--- src/rtl/soft_mute_seq.sv ---
module soft_mute_seq #(
  parameter int ENV_W     = 10,
  parameter int DIV_SHORT = 125,
  parameter int DIV_MID   = 250,
  parameter int DIV_LONG  = 32098
) (
  input  logic             clk,
  input  logic             rst_n,
  input  logic             mute_req,
  input  logic [1:0]       time_sel,
  input  logic             force_mute,
  output logic [ENV_W-1:0] env,
  output logic             mute_active
);
  localparam int DMAX = (DIV_LONG > DIV_MID) ? ((DIV_LONG > DIV_SHORT) ? DIV_LONG : DIV_SHORT)
                                             : ((DIV_MID > DIV_SHORT) ? DIV_MID : DIV_SHORT);
  localparam int DIV_W = $clog2(DMAX) + 1;
  localparam logic [ENV_W-1:0] FULL = '1;

  typedef enum logic [1:0] {S_OPEN, S_MUTING, S_MUTED, S_RELEASE} st_t;

  st_t              state;
  logic [1:0]       sel_q;
  logic [DIV_W-1:0] tick, lim;
  logic [2:0]       seg_up, seg_dn;
  logic [ENV_W-1:0] step, nxt_up, nxt_dn;
  logic             tick_last;

  function automatic logic [ENV_W-1:0] seg_step(input logic [2:0] s);
    case (s)
      3'd0, 3'd7: seg_step = ENV_W'(1);
      3'd1, 3'd6: seg_step = ENV_W'(2);
      3'd2, 3'd5: seg_step = ENV_W'(4);
      default:    seg_step = ENV_W'(8);
    endcase
  endfunction

  assign lim       = (sel_q == 2'd0) ? DIV_W'(DIV_SHORT) :
                     (sel_q == 2'd1) ? DIV_W'(DIV_MID) : DIV_W'(DIV_LONG);
  assign tick_last = (tick == lim - DIV_W'(1));
  assign seg_up    = env[ENV_W-1 -: 3];
  assign seg_dn    = 3'((env - ENV_W'(1)) >> (ENV_W - 3));
  assign step      = seg_step((state == S_RELEASE) ? seg_dn : seg_up);
  assign nxt_up    = env + step;
  assign nxt_dn    = env - step;
  assign mute_active = (state != S_OPEN);

  always_ff @(posedge clk) begin
    if (!rst_n) begin
      state <= S_OPEN;
      env   <= '0;
      tick  <= '0;
      sel_q <= 2'd0;
    end else if (force_mute) begin
      state <= S_MUTED;
      env   <= FULL;
      tick  <= '0;
    end else begin
      case (state)
        S_OPEN: if (mute_req) begin
          state <= S_MUTING;
          tick  <= '0;
          sel_q <= time_sel;
        end
        S_MUTED: if (!mute_req) begin
          state <= S_RELEASE;
          tick  <= '0;
          sel_q <= time_sel;
        end
        S_MUTING: if (tick_last) begin
          tick <= '0;
          env  <= nxt_up;
          if (nxt_up == FULL) state <= S_MUTED;
        end else begin
          tick <= tick + DIV_W'(1);
        end
        default: if (tick_last) begin
          tick <= '0;
          env  <= nxt_dn;
          if (nxt_dn == '0) state <= S_OPEN;
        end else begin
          tick <= tick + DIV_W'(1);
        end
      endcase
    end
  end

  p_rise_r2: assert property (@(posedge clk) disable iff (!rst_n)
    (state == S_MUTING && !force_mute) |=> (env >= $past(env)));

  p_step_max_r3: assert property (@(posedge clk) disable iff (!rst_n)
    (state == S_MUTING && !force_mute) |=> ((env - $past(env)) <= ENV_W'(8)));

  p_no_reverse_r5: assert property (@(posedge clk) disable iff (!rst_n)
    (state == S_MUTING && !force_mute) |=> (state == S_MUTING || state == S_MUTED));

  p_status_r6: assert property (@(posedge clk) disable iff (!rst_n)
    (env != '0) |-> mute_active);

  p_force_r7: assert property (@(posedge clk) disable iff (!rst_n)
    force_mute |=> (env == FULL && mute_active));

  p_fall_r8: assert property (@(posedge clk) disable iff (!rst_n)
    (state == S_RELEASE && !force_mute) |=> (env <= $past(env)));
endmodule

--- config.mk ---
export PLATFORM = sky130hd
export DESIGN_NAME = soft_mute_seq
export DESIGN_NICKNAME = d
export VERILOG_FILES = /design/src/rtl/soft_mute_seq.sv
export SDC_FILE = /design/constraint.sdc
export NUM_CORES = 1
export LEC_CHECK = 0
export ABC_AREA = 0
export BUFFER_PORTS_ARGS = -buffer_cell sky130_fd_sc_hd__buf_2
export CAP_MARGIN = 20
export CORE_ASPECT_RATIO = 0.7
export CORE_MARGIN = 2
export CORE_UTILIZATION = 55
export CTS_CLUSTER_DIAMETER = 100
export DETAILED_ROUTE_END_ITERATION = 8
export PLACE_DENSITY = 0.76
export SLEW_MARGIN = 25
export SYNTH_ARGS = -nofsm -noshare
export SYNTH_HDL_FRONTEND = slang
export SYNTH_SLANG_ARGS = --single-unit
--- constraint.sdc ---
create_clock -name clk -period 3.94 [get_ports clk]
set_clock_uncertainty 0.2 [all_clocks]
set_input_delay 0.591 -clock clk [delete_from_list [all_inputs] [get_ports clk]]
set_output_delay 0.591 -clock clk [all_outputs]
set_load 0.02 [all_outputs]
Yosys cells after proc, flatten, opt, wreduce, memory -nomap -nowiden
Cells that the tools add are included.
Storage, ports and cells
  input bits: 6
  word-level logic and storage cells: 76
  register bits after elaboration: 30
Cells by class
  reduce and logical (&&, ||, !) cells: 21
  equality and inequality tests: 20
  add/subtract/negate cells: 5
  bitwise gates (word level): 2
  mux-type cells: 23
Operators by type and width (number)
  two-way mux 16 bit: 3
  one-hot mux 16 bit (2 select lines): 1
  two-way mux 10 bit: 3
  two-way mux 15 bit: 2
  one-hot mux 10 bit (2 select lines): 1
  two-way mux 2 bit: 9
  adder 16 x 1 -> 16 bit (second input constant): 1
  == test 16 bit: 1
  subtractor 15 x 1 -> 16 bit (second input constant): 1
  inequality test 3 bit (second input constant): 4
  one-hot mux 4 bit (3 select lines): 1
  AND reduction 6 bit: 2
  adder 10 bit: 1
  == test 10 bit (second input constant): 1
  logical NOT 10 bit: 1
  OR reduction 2 bit: 5
  subtractor 10 x 1 -> 10 bit (second input constant): 1
  subtractor 10 bit: 1
  == test 3 bit (second input constant): 3
  inequality test 2 bit (second input constant): 4
  nonzero test 4 bit: 2
  one-hot mux 2 bit (3 select lines): 1
  nonzero test 2 bit: 3
  nonzero test 5 bit: 1
  other kinds (13): 18

Depth between registers and ports, before layout
Gate-level depths: netlist of run 1.
  depth in word-level cells: 11
  depth in mapped cells: 17

Worst setup path after synthesis of run 1
No wires, ideal clock.
  path type: flip-flop to flip-flop
  start point: reg env[6]
  end point: reg state[1]
  buffers on the path: 1
  arrival time: 4.075 ns
  setup time: 0.122 ns
  data required time: 3.618 ns
  stages on the path, launching flop included: 17
  slack: -0.456 ns
  period minus slack after synthesis: 4.396 ns
  cells stage by stage: dfxtp_1 clkbuf_1 nor4_1 nand4_1 nor2_1 xor2_1 inv_1 ha_1 mux2i_1 inv_1 ha_1 fa_1 or3b_2 a2111oi_0 o2111ai_1 o2bb2ai_1 a221o_1
Between the ends
  cells in the longest elaborated chain, start to end: 9
Ends and longest elaborated chain
  start, declared: RTL line 12  | output logic [ENV_W-1:0] env,
  start signal, assigned: RTL line 72  | env <= nxt_up;
  start signal, assigned: RTL line 79  | env <= nxt_dn;
  subtractor 10 x 1 -> 10 bit: RTL line 42  | assign seg_dn = 3'((env - ENV_W'(1)) >> (ENV_W - 3));
  two-way mux 3 bit: RTL line 43  | assign step = seg_step((state == S_RELEASE) ? seg_dn : seg_up);
  == test 3 x 2 -> 1 bit, or another cell as far along: RTL line 30  | case (s)
  OR reduction 2 bit: RTL line 30
  one-hot mux 4 bit (3 select lines): RTL line 30
  adder 10 bit or subtractor 10 bit (tied branches): RTL line 44, 45
  == test 10 bit or logical NOT 10 bit (tied branches): RTL line 73, 80
  inequality test 3 bit (no source line) or nonzero test 5 bit (tied branches)
  AND reduction 6 bit (no source line) *
  end signal, assigned: RTL line 50  | state <= S_OPEN;
  end signal, assigned: RTL line 73  | if (nxt_up == FULL) state <= S_MUTED;
  end signal, assigned: RTL line 80  | if (nxt_dn == '0) state <= S_OPEN;
  end, declared: RTL line 22  | st_t state;
Every way passes the cells marked *; elsewhere a longest branch is shown, timed or not.
A chain may end at the register's enable or synchronous reset.

Final worst setup path of run 1
  start point: reg env[2]
  end point: reg state[1]
The elaborated chain is that of the path after synthesis.

==> results of run 1 <==
routing by layer:
metal	track usage, %	wire length (um)	vias to the layer above
met5	0	0	-
met4	6.91	100	0
met3	10.4	917	14
met2	41.9	2920	160
met1	44.9	3390	1245
li1	-	-	1212
placed cells by master, fill, tap and decap left out, types with 3 or more instances in the layout:
cell type / n
a21oi_1: 23
xnor2_1: 5
and3_1: 3
inv_1: 15
nand2b_1: 7
nand3b_1: 9
nor3b_1: 5
a311oi_1: 3
dfxtp_1: 27
mux2_2: 4
and2_1: 3
nor2_1: 19
o21a_1: 3
o211ai_1: 6
o21ai_0: 14
ha_1: 15
buf_2: 16
buf_4: 33
nand2_1: 20
or3_1: 4
nor2b_1: 3
nand4b_1: 3
nor4_1: 3
nor3_1: 17
nand3_1: 10
mux2i_1: 5
clkbuf_8: 5
xor2_1: 5
power breakdown:
part / total [uW] / switching (uW) / internal [uW]
clock: 312 / 126 / 186
combinational: 590 / 355 / 235
sequential: 345 / 20.9 / 324
total: 1250 / 502 / 745
final timing paths:
kind                                            start                    end  slack [ns]  cells after the start
worst max-delay path              env[2]$_SDFFE_PN0P_  state[1]$_SDFFE_PN0P_       -0.18                     15
worst min-delay path            tick[15]$_SDFFE_PP0P_  tick[15]$_SDFFE_PP0P_        0.32                      1
worst max register to register    env[2]$_SDFFE_PN0P_  state[1]$_SDFFE_PN0P_       -0.18                     15
worst min register to register  tick[15]$_SDFFE_PP0P_  tick[15]$_SDFFE_PP0P_        0.32                      1
sequential cells by signal (all words and copies together) (netlist names):
signal	count
tick	16
env	10
state	2
sel_q	2
logic make-up (layout without fill, tap and decap cells):
group	Yosys count	count (layout)	share of synthesized area, %
AND/OR/NAND/NOR	122	122	27.7
AO/OA/AOI/OAI	81	81	22.9
buffers and inverters	34	73	5.34
flip-flops	30	30	24.6
adder cells (fa/ha/maj)	20	20	10.9
XOR/XNOR	12	12	4.31
multiplexers	10	10	4.31
metrics by stage:
stage	worst slack (ns)	setup TNS (ns)
2_1_floorplan	-0.0756	-0.0756
3_3_place_gp	-0.0372	-0.0372
3_5_place_dp	-0.179	-0.295
4_1_cts	-0.165	-0.288
5_1_grt	-0.362	-0.676
6_report	-0.181	-0.275
area by class of cell:
class	count	area, um2	area share [%]
Clock buffer	5	68.8	2.27
Multi-Input combinational cell	245	1850	61.2
Sequential cell	30	607	20.1
Timing Repair Buffer	49	328	10.8
Clock inverter	3	40.0	1.32
Inverter	16	60.1	1.99
Tap cell	55	68.8	2.27
critical path: stages (launching register included):
cell and delay (ns):
dfxtp_2 0.34, nor4_4 0.27, nand4_1 0.13, buf_4 0.17, nor2_2 0.13, xor2_1 0.22
inv_1 0.09, buf_4 0.14, ha_1 0.17, mux2_2 0.30, ha_1 0.22, or4_4 0.57
a2111oi_4 0.35, o2111ai_2 0.23, o2bb2ai_1 0.18, a221o_1 0.31
repair_timing:
action | CTS | global route
setup buffers | 0 | 2
endpoints found under the setup margin | 2 | 9
pin swaps | 7 | 4
gates resized for setup | 7 | 12
==> results_dict.tcl, run 1 <==
set metrics [dict create \
    io_pins 17 \
    n_antenna_cell 0 \
    fillers 321 \
    die_width_um 83.6 \
    max_freq_mhz 243 \
    hold_viol 0 \
    final_util_pct 70.3 \
    end_kind "register" \
    netlist_top_cells_count "30 x dfxtp_1, 24 x a21oi_1, 20 x nand2_1, 20 x nor2_1" \
    seq_area_frac_synth_pct 24.6 \
    wirelength_mm 7.34 \
    cts_made_buffers 5 \
    fin_crit_ns 4.12 \
    synthTopCellsByArea "dfxtp_1 25%, ha_1 9.2%, a21oi_1 4.9%, nor3_1 3.7%, nand2_1 3.1%" \
    cts_tree "done" \
    p_leak_uw 0.00116 \
    drtIter0Drc 293 \
    grt.total_usage_pct 30.3 \
    area_growth_pct 24.1 \
    worstSetupStartpointType "register" \
    outcome "complete, but fails checks" \
    cts_num_sinks 30 \
    cts.clk_slew.worst_paths_ns 0.07 \
    row_count 20 \
    synth_area_um2 2440 \
    grt_pass1_wl_mm 11.8 \
    dieArea_um2 4990 \
    worstPathArrival_ns 4.09 \
    wire_per_inst_um 18.2 \
    path_class "register to register" \
    antenna_left 0 \
    peakVddDrop_v 0.000446 \
    synth_cells 309 \
    drtPass1Iterations 5 \
    holdCritPathClass "register to register" \
    placed_area_um2 2800 \
    p_per_area_nw_per_um2 412 \
    setup_viol 2 \
    fin_cells 403 \
    synth_area_per_cell_um2 7.89 \
    dp_cells 393 \
    synth.top_cell.area_share_pct 24.6 \
    rsz0062_at_grt "true" \
    grt_start_max_net_pins 22 \
    start_util_pct 56.7 \
    insertion_delay_ns 0.29 \
    globalplace.congestion 0.950 \
    hold_buffers 0 \
    synth.largest_area_cell "dfxtp_1" \
    critPathMaxFanout 4 \
    finalPower_uw 1250 \
    grt_antenna_before_repair 0 \
    ctsLongestPathBuffers 2 \
    critPathRequiredTime_ns 3.91 \
    core-area_um2 4300 \
    synth_edf_count 0 \
    fin_worst_hold_slack_ns 0.319 \
    drive_gt1_share_pct 25.6 \
    synthesis.nets 335 \
    setup_slack_ns -0.181 \
    violations "setup timing" \
    post-route-period-util_pct 105 \
    finish.net_count 373 \
    cts-htree-levels 2 \
    cap_violations 0 \
    die_h_um 59.7 \
    hpwlAfterDp_mm 5.40 \
    synthFlopType "dfxtp_1" \
    drc 0 \
    grt_pass1_vias 2356 \
    vias 2631 \
    ys_seq_elements 30 \
    max_slew_margin_pct 35.5 \
    port_buffers 16 \
    slew_violations 0 \
    synth_cell_types 56 \
    yosysMostFrequentCell "dfxtp_1" \
    post_drt_via_cell_ratio 6.53 \
    worstMarginPinSlew_ns 0.965 \
    grt.overflow.total 0 \
    clock-root-buffer "clkbuf_8" \
    postLayoutCellArea_um2 3030 \
    async_flop_share_pct 0 \
    yosys_warnings 0 \
]
Note: power is estimated with default switching activity, not from simulation.
==> run 2, diff against run 1 <==
- CELL_PAD_IN_SITES_DETAIL_PLACEMENT: not set -> 1
- CELL_PAD_IN_SITES_GLOBAL_PLACEMENT: not set -> 1
- CORE_UTILIZATION: 55 -> 41
- PLACE_DENSITY: 0.76 -> 0.75
==> run 2 against run 1 <==
Net effect:
- the flow still finishes with violations (setup timing)
- first-iteration DRC count fell by 38%
- clock power fell by 15%
- combinational power rose by 9.5%
- hold slack got worse by 0.0077 ns
- register-to-register slack got worse by 0.18 ns
- die area rose by 32%
- global-route usage fell by 2.9 points
- utilization fell by 15 points
- sequential power barely moved
- critical path depth rose by 1
- worst setup slack got worse by 0.18 ns
- largest power group unchanged
- highest routed layer unchanged
==> results_dict.tcl, run 2 (synthesized netlist as in run 1, its figures left out) <==
set metrics [dict create \
    outcome "complete, but fails checks" \
    violations "setup timing" \
    die_h_um 68.5 \
    worstMarginPinSlew_ns 0.747 \
    reg_top3 "tick: 16 flops, env: 10 flops" \
    post-route-period-util_pct 109 \
    seqPwrFrac_pct 27.5 \
    clock-root-buffer "clkbuf_8" \
    setup_viol 4 \
    worstSetupStartpointType "register" \
    setup_slack_ns -0.361 \
    r2r_end "state[0]$_SDFFE_PP0P_" \
    dp_cells 415 \
    cts.clk_slew.worst_paths_ns 0.07 \
    grt.overflow.total 0 \
    antenna_left 0 \
    end_kind "register" \
    finish.net_count 380 \
    cts_made_buffers 5 \
    max_freq_mhz 232 \
    globalplace.congestion 0.830 \
    mostFrequentLayoutCells "39 x buf_4, 27 x dfxtp_1, 22 x a21oi_1, 20 x nand2_1, 18 x nor2_1" \
    worstHoldStart "tick[15]$_SDFFE_PP0P_" \
    switching_share_pct 42.7 \
    drtPass1Iterations 4 \
    critPathRequiredTime_ns 3.89 \
    slew_violations 0 \
    worstPathArrival_ns 4.25 \
    drive_gt1_share_pct 30.7 \
    cts-htree-levels 2 \
    multiInputGateArea_um2 1950 \
    rrSetupSlack_ns -0.36 \
    path_class "register to register" \
    p_sw_uw 537 \
    wirelength_mm 9.11 \
    n_antenna_cell 0 \
    min_path_cells 1 \
    start_util_pct 42.6 \
    internal_power_uw 721 \
    port_buffers 16 \
    hold_viol 0 \
    rsz0062_at_grt "true" \
    critPathMaxFanout 4 \
    grt.total_usage_pct 27.3 \
    pwr-share-comb_pct 51.4 \
    grt_pass1_wl_mm 13.5 \
    layout_commonest_cell "buf_4" \
    drc 0 \
    area_growth_pct 30.8 \
    core-area_um2 5730 \
    grt_start_max_net_pins 19 \
    cts_num_sinks 30 \
    cts_tree "done" \
    regMostFlops "tick" \
    wire_per_inst_um 21.2 \
    die_width_um 96.2 \
    pre_cts_ws_ns -0.273 \
    vias 2671 \
    drtIter0Drc 182 \
    io_pins 17 \
    fin_crit_ns 4.30 \
    final_util_pct 55.7 \
    ctsLongestPathBuffers 2 \
    grt_pass1_vias 2470 \
    hpwlAfterDp_mm 6.36 \
    max_slew_margin_pct 49.8 \
    r2r_start "env[2]$_SDFFE_PN0P_" \
    p_per_area_nw_per_um2 395 \
    cap_violations 0 \
    peakVddDrop_v 0.000322 \
    insertion_delay_ns 0.28 \
    p_leak_uw 0.00120 \
    fillers 706 \
    rr_worst_depth 16 \
    holdCritPathClass "register to register" \
    dieArea_um2 6590 \
    grt_antenna_before_repair 0 \
    fin_cells 430 \
    post_drt_via_cell_ratio 6.21 \
    min_delay_worst_endpoint "tick[15]$_SDFFE_PP0P_" \
    largest_reg_flops 16 \
    startpoint "env[2]$_SDFFE_PN0P_" \
    row_count 23 \
    clockPowerShare_pct 21.2 \
    seq_area_um2 607 \
]
==> run 2: power groups by stage <==
| stage | combinational [uW] | sequential, uW | clock (uW) |
|---|---|---|---|
| after CTS | 580 | 344 | 267 |
| after global routing | 697 | 347 | 286 |
| after floorplan | 367 | 356 | 0 |
| final | 646 | 346 | 266 |
| after detailed placement | 566 | 349 | 0 |
| after global placement | 545 | 348 | 0 |
==> run 2: final cells by class <==
type / count / share of cell area (%)
clock buffer: 7 / 2.71
clock inverter: 1 / 0.157
inverter: 16 / 1.88
multi-input combinational: 245 / 61.2
sequential: 30 / 19.0
tap: 75 / 2.94
timing repair buffer: 56 / 12.0
==> run 2: critical path: stages, from the launching register on <==
cell and delay (ns):
dfxtp_2 0.33, nor4_2 0.33, nand4_1 0.32, nor2_2 0.27, xor2_2 0.22, inv_2 0.09, ha_4 0.18, mux2i_4 0.16
inv_2 0.10, ha_4 0.18, fa_1 0.50, or3b_4 0.39, a2111oi_4 0.21, o2111ai_2 0.22, buf_4 0.22, o2bb2a_4 0.18
o31ai_2 0.06
==> run 2: routing by layer <==
layer	vias to the layer above	track usage, %	routed length [um]
met5	-	0	0
met4	0	4.82	129
met3	12	4.57	627
met2	103	40.7	3970
met1	1331	41.6	4380
li1	1225	-	-
==> run 2: per-stage QoR <==
step,hold slack [ns],TNS [ns],area [um2],total power (uW)
2_1_floorplan,0.243,-0.0756,2520,723
3_3_place_gp,0.266,-0.162,2840,892
3_5_place_dp,0.283,-0.475,2840,915
4_1_cts,0.293,-0.234,3000,1190
5_1_grt,0.315,-1.66,3190,1330
6_report,0.312,-0.754,3190,1260
==> run 2: timing repair <==
action                     in CTS  in global routing
pin swaps                       6                 12
gates resized for setup        11                 26
hold buffers                    0                  0
setup endpoints to repair       2                  8
setup buffers                   2                  5
==> run 2: how the worst max path moves through the flow <==
stage | slack (ns) | end | cells past startpoint
floorplan | -0.08 | state[1]$_SDFFE_PN0P_ | 16
global placement | -0.13 | state[1]$_SDFFE_PN0P_ | 16
detailed placement | -0.27 | state[1]$_SDFFE_PN0P_ | 17
CTS | -0.14 | state[1]$_SDFFE_PN0P_ | 14
global route | -0.49 | state[1]$_SDFFE_PN0P_ | 15
finish | -0.36 | state[0]$_SDFFE_PP0P_ | 16
==> run 3, diff against run 2 <==
- SKIP_CTS_REPAIR_TIMING: not set -> 1
- clock period: 3.94 -> 3.8 ns (I/O delays scaled with it)
==> run 3 against run 2 <==
Net effect:
- the flow still finishes with violations (setup timing)
- register-to-register slack gained 0.09 ns
- combinational power shrank 3.6%
- hold slack lost 0.0066 ns
- utilization shrank 3.3 points
- critical path depth grew 1
==> results_dict.tcl, run 3 (synthesized netlist as in run 1, its figures left out) <==
set metrics [dict create \
    slew_violations 0 \
    cts.clk_slew.worst_paths_ns 0.07 \
    clock-root-buffer "clkbuf_8" \
    wire_per_inst_um 19.3 \
    grt_start_max_net_pins 19 \
    core-area_um2 5730 \
    peakVddDrop_v 0.000472 \
    die_width_um 96.2 \
    io_pins 17 \
    mostFrequentLayoutCells "37 x buf_4, 27 x dfxtp_1, 24 x a21oi_1, 20 x nand2_1, 19 x nor2_1" \
    cts-htree-levels 2 \
    largest_reg_flops 16 \
    p_leak_uw 0.00116 \
    insertion_delay_ns 0.28 \
    cap_violations 0 \
    fin_crit_ns 4.07 \
    start_util_pct 42.6 \
    critPathMaxFanout 4 \
    violations "setup timing" \
    internal_power_uw 730 \
    drc 0 \
    grt.overflow.total 0 \
    p_sw_uw 521 \
    worstSetupStartpointType "register" \
    hpwlAfterDp_mm 6.38 \
    regMostFlops "tick" \
    globalplace.congestion 0.913 \
    hold_viol 0 \
    fillers 721 \
    path_class "register to register" \
    post_drt_via_cell_ratio 5.99 \
    setup_slack_ns -0.273 \
    finish.net_count 377 \
    area_growth_pct 23.0 \
    grt_pass1_wl_mm 13.5 \
    die_h_um 68.5 \
    vias 2552 \
    p_per_area_nw_per_um2 417 \
    postLayoutCellArea_um2 3000 \
    rsz0062_at_grt "true" \
    pre_cts_ws_ns -0.309 \
    placed_area_um2 2870 \
    rrSetupSlack_ns -0.27 \
    cts_tree "done" \
    rr_worst_depth 17 \
    grt_pass1_vias 2552 \
    min_path_cells 1 \
    r2r_end "state[0]$_SDFFE_PP0P_" \
    final_util_pct 52.4 \
    drtPass1Iterations 4 \
    cts_num_sinks 30 \
    switching_share_pct 41.6 \
    fin_cells 426 \
    antenna_left 0 \
    end_kind "register" \
    row_count 23 \
    max_freq_mhz 246 \
    port_buffers 16 \
    r2r_start "env[2]$_SDFFE_PN0P_" \
    seqPwrFrac_pct 28.5 \
    drive_gt1_share_pct 24.2 \
    pwr-share-comb_pct 49.8 \
    min_delay_worst_endpoint "tick[15]$_SDFFE_PP0P_" \
    holdCritPathClass "register to register" \
    post-route-period-util_pct 107 \
    dp_cells 419 \
    grt_antenna_before_repair 0 \
    n_antenna_cell 0 \
    worstPathArrival_ns 4.05 \
    critPathRequiredTime_ns 3.78 \
    clockPowerShare_pct 21.7 \
    dieArea_um2 6590 \
    layout_commonest_cell "buf_4" \
    drtIter0Drc 158 \
    max_slew_margin_pct 32.1 \
    outcome "complete, but fails checks" \
    ctsLongestPathBuffers 2 \
    grt.total_usage_pct 27.1 \
    setup_viol 4 \
    worstMarginPinSlew_ns 1.01 \
    reg_top3 "tick: 16 flops, env: 10 flops" \
    cts_made_buffers 5 \
    worstHoldStart "tick[15]$_SDFFE_PP0P_" \
    wirelength_mm 8.21 \
]
## run 3: layer usage
layer,track usage (%),share of wire [%]
met1,40.8,51
met2,40.7,42
met3,5.87,6.0
met4,3.04,0.35
met5,0,0
## run 3: worst max path at each step
stage / startpoint / to / slack [ns] / cells past startpoint
floorplan: env[6]$_SDFFE_PN0P_ / state[1]$_SDFFE_PN0P_ / -0.22 / 16
global placement: env[2]$_SDFFE_PN0P_ / state[1]$_SDFFE_PN0P_ / -0.21 / 15
detailed placement: env[2]$_SDFFE_PN0P_ / state[1]$_SDFFE_PN0P_ / -0.31 / 15
CTS: env[2]$_SDFFE_PN0P_ / state[1]$_SDFFE_PN0P_ / -0.35 / 15
global route: env[2]$_SDFFE_PN0P_ / state[0]$_SDFFE_PP0P_ / -0.51 / 17
finish: env[2]$_SDFFE_PN0P_ / state[0]$_SDFFE_PP0P_ / -0.27 / 17
## run 3: through the flow
step | setup TNS, ns | hold WS (ns) | power [uW]
after global placement | -0.365 | 0.263 | 944
after CTS | -0.793 | 0.302 | 1230
after detailed placement | -0.657 | 0.278 | 959
final | -0.581 | 0.305 | 1250
after floorplan | -0.318 | 0.243 | 749
after global routing | -2.02 | 0.323 | 1330
## run 3: power groups by stage
stage	combinational, uW	sequential (uW)	clock [uW]
global placement	584	360	0
detailed placement	596	362	0
floorplan	380	369	0
CTS	601	355	272
finish	623	356	271
global route	685	359	284
## run 3: final cells by class
type                       instances  area (um2)  share of cell area, %
sequential                        30         607                   20.2
tap                               75        93.8                   3.13
inverter                          16        60.1                   2.00
multi-input combinational        245        1800                   59.8
clock buffer                       7        86.3                   2.88
timing repair buffer              53         358                   11.9
## run 3: critical path: stages, from the launching register on
cell	delay (ns)
dfxtp_2	0.33
nor4_2	0.25
nand4_1	0.21
xor2_1	0.32
inv_1	0.12
ha_1	0.24
mux2i_4	0.19
inv_2	0.08
ha_1	0.22
fa_1	0.42
o21bai_1	0.17
buf_4	0.15
a21oi_1	0.10
o2111ai_1	0.21
a2111oi_1	0.07
buf_4	0.15
o2bb2a_1	0.28
o31ai_1	0.25
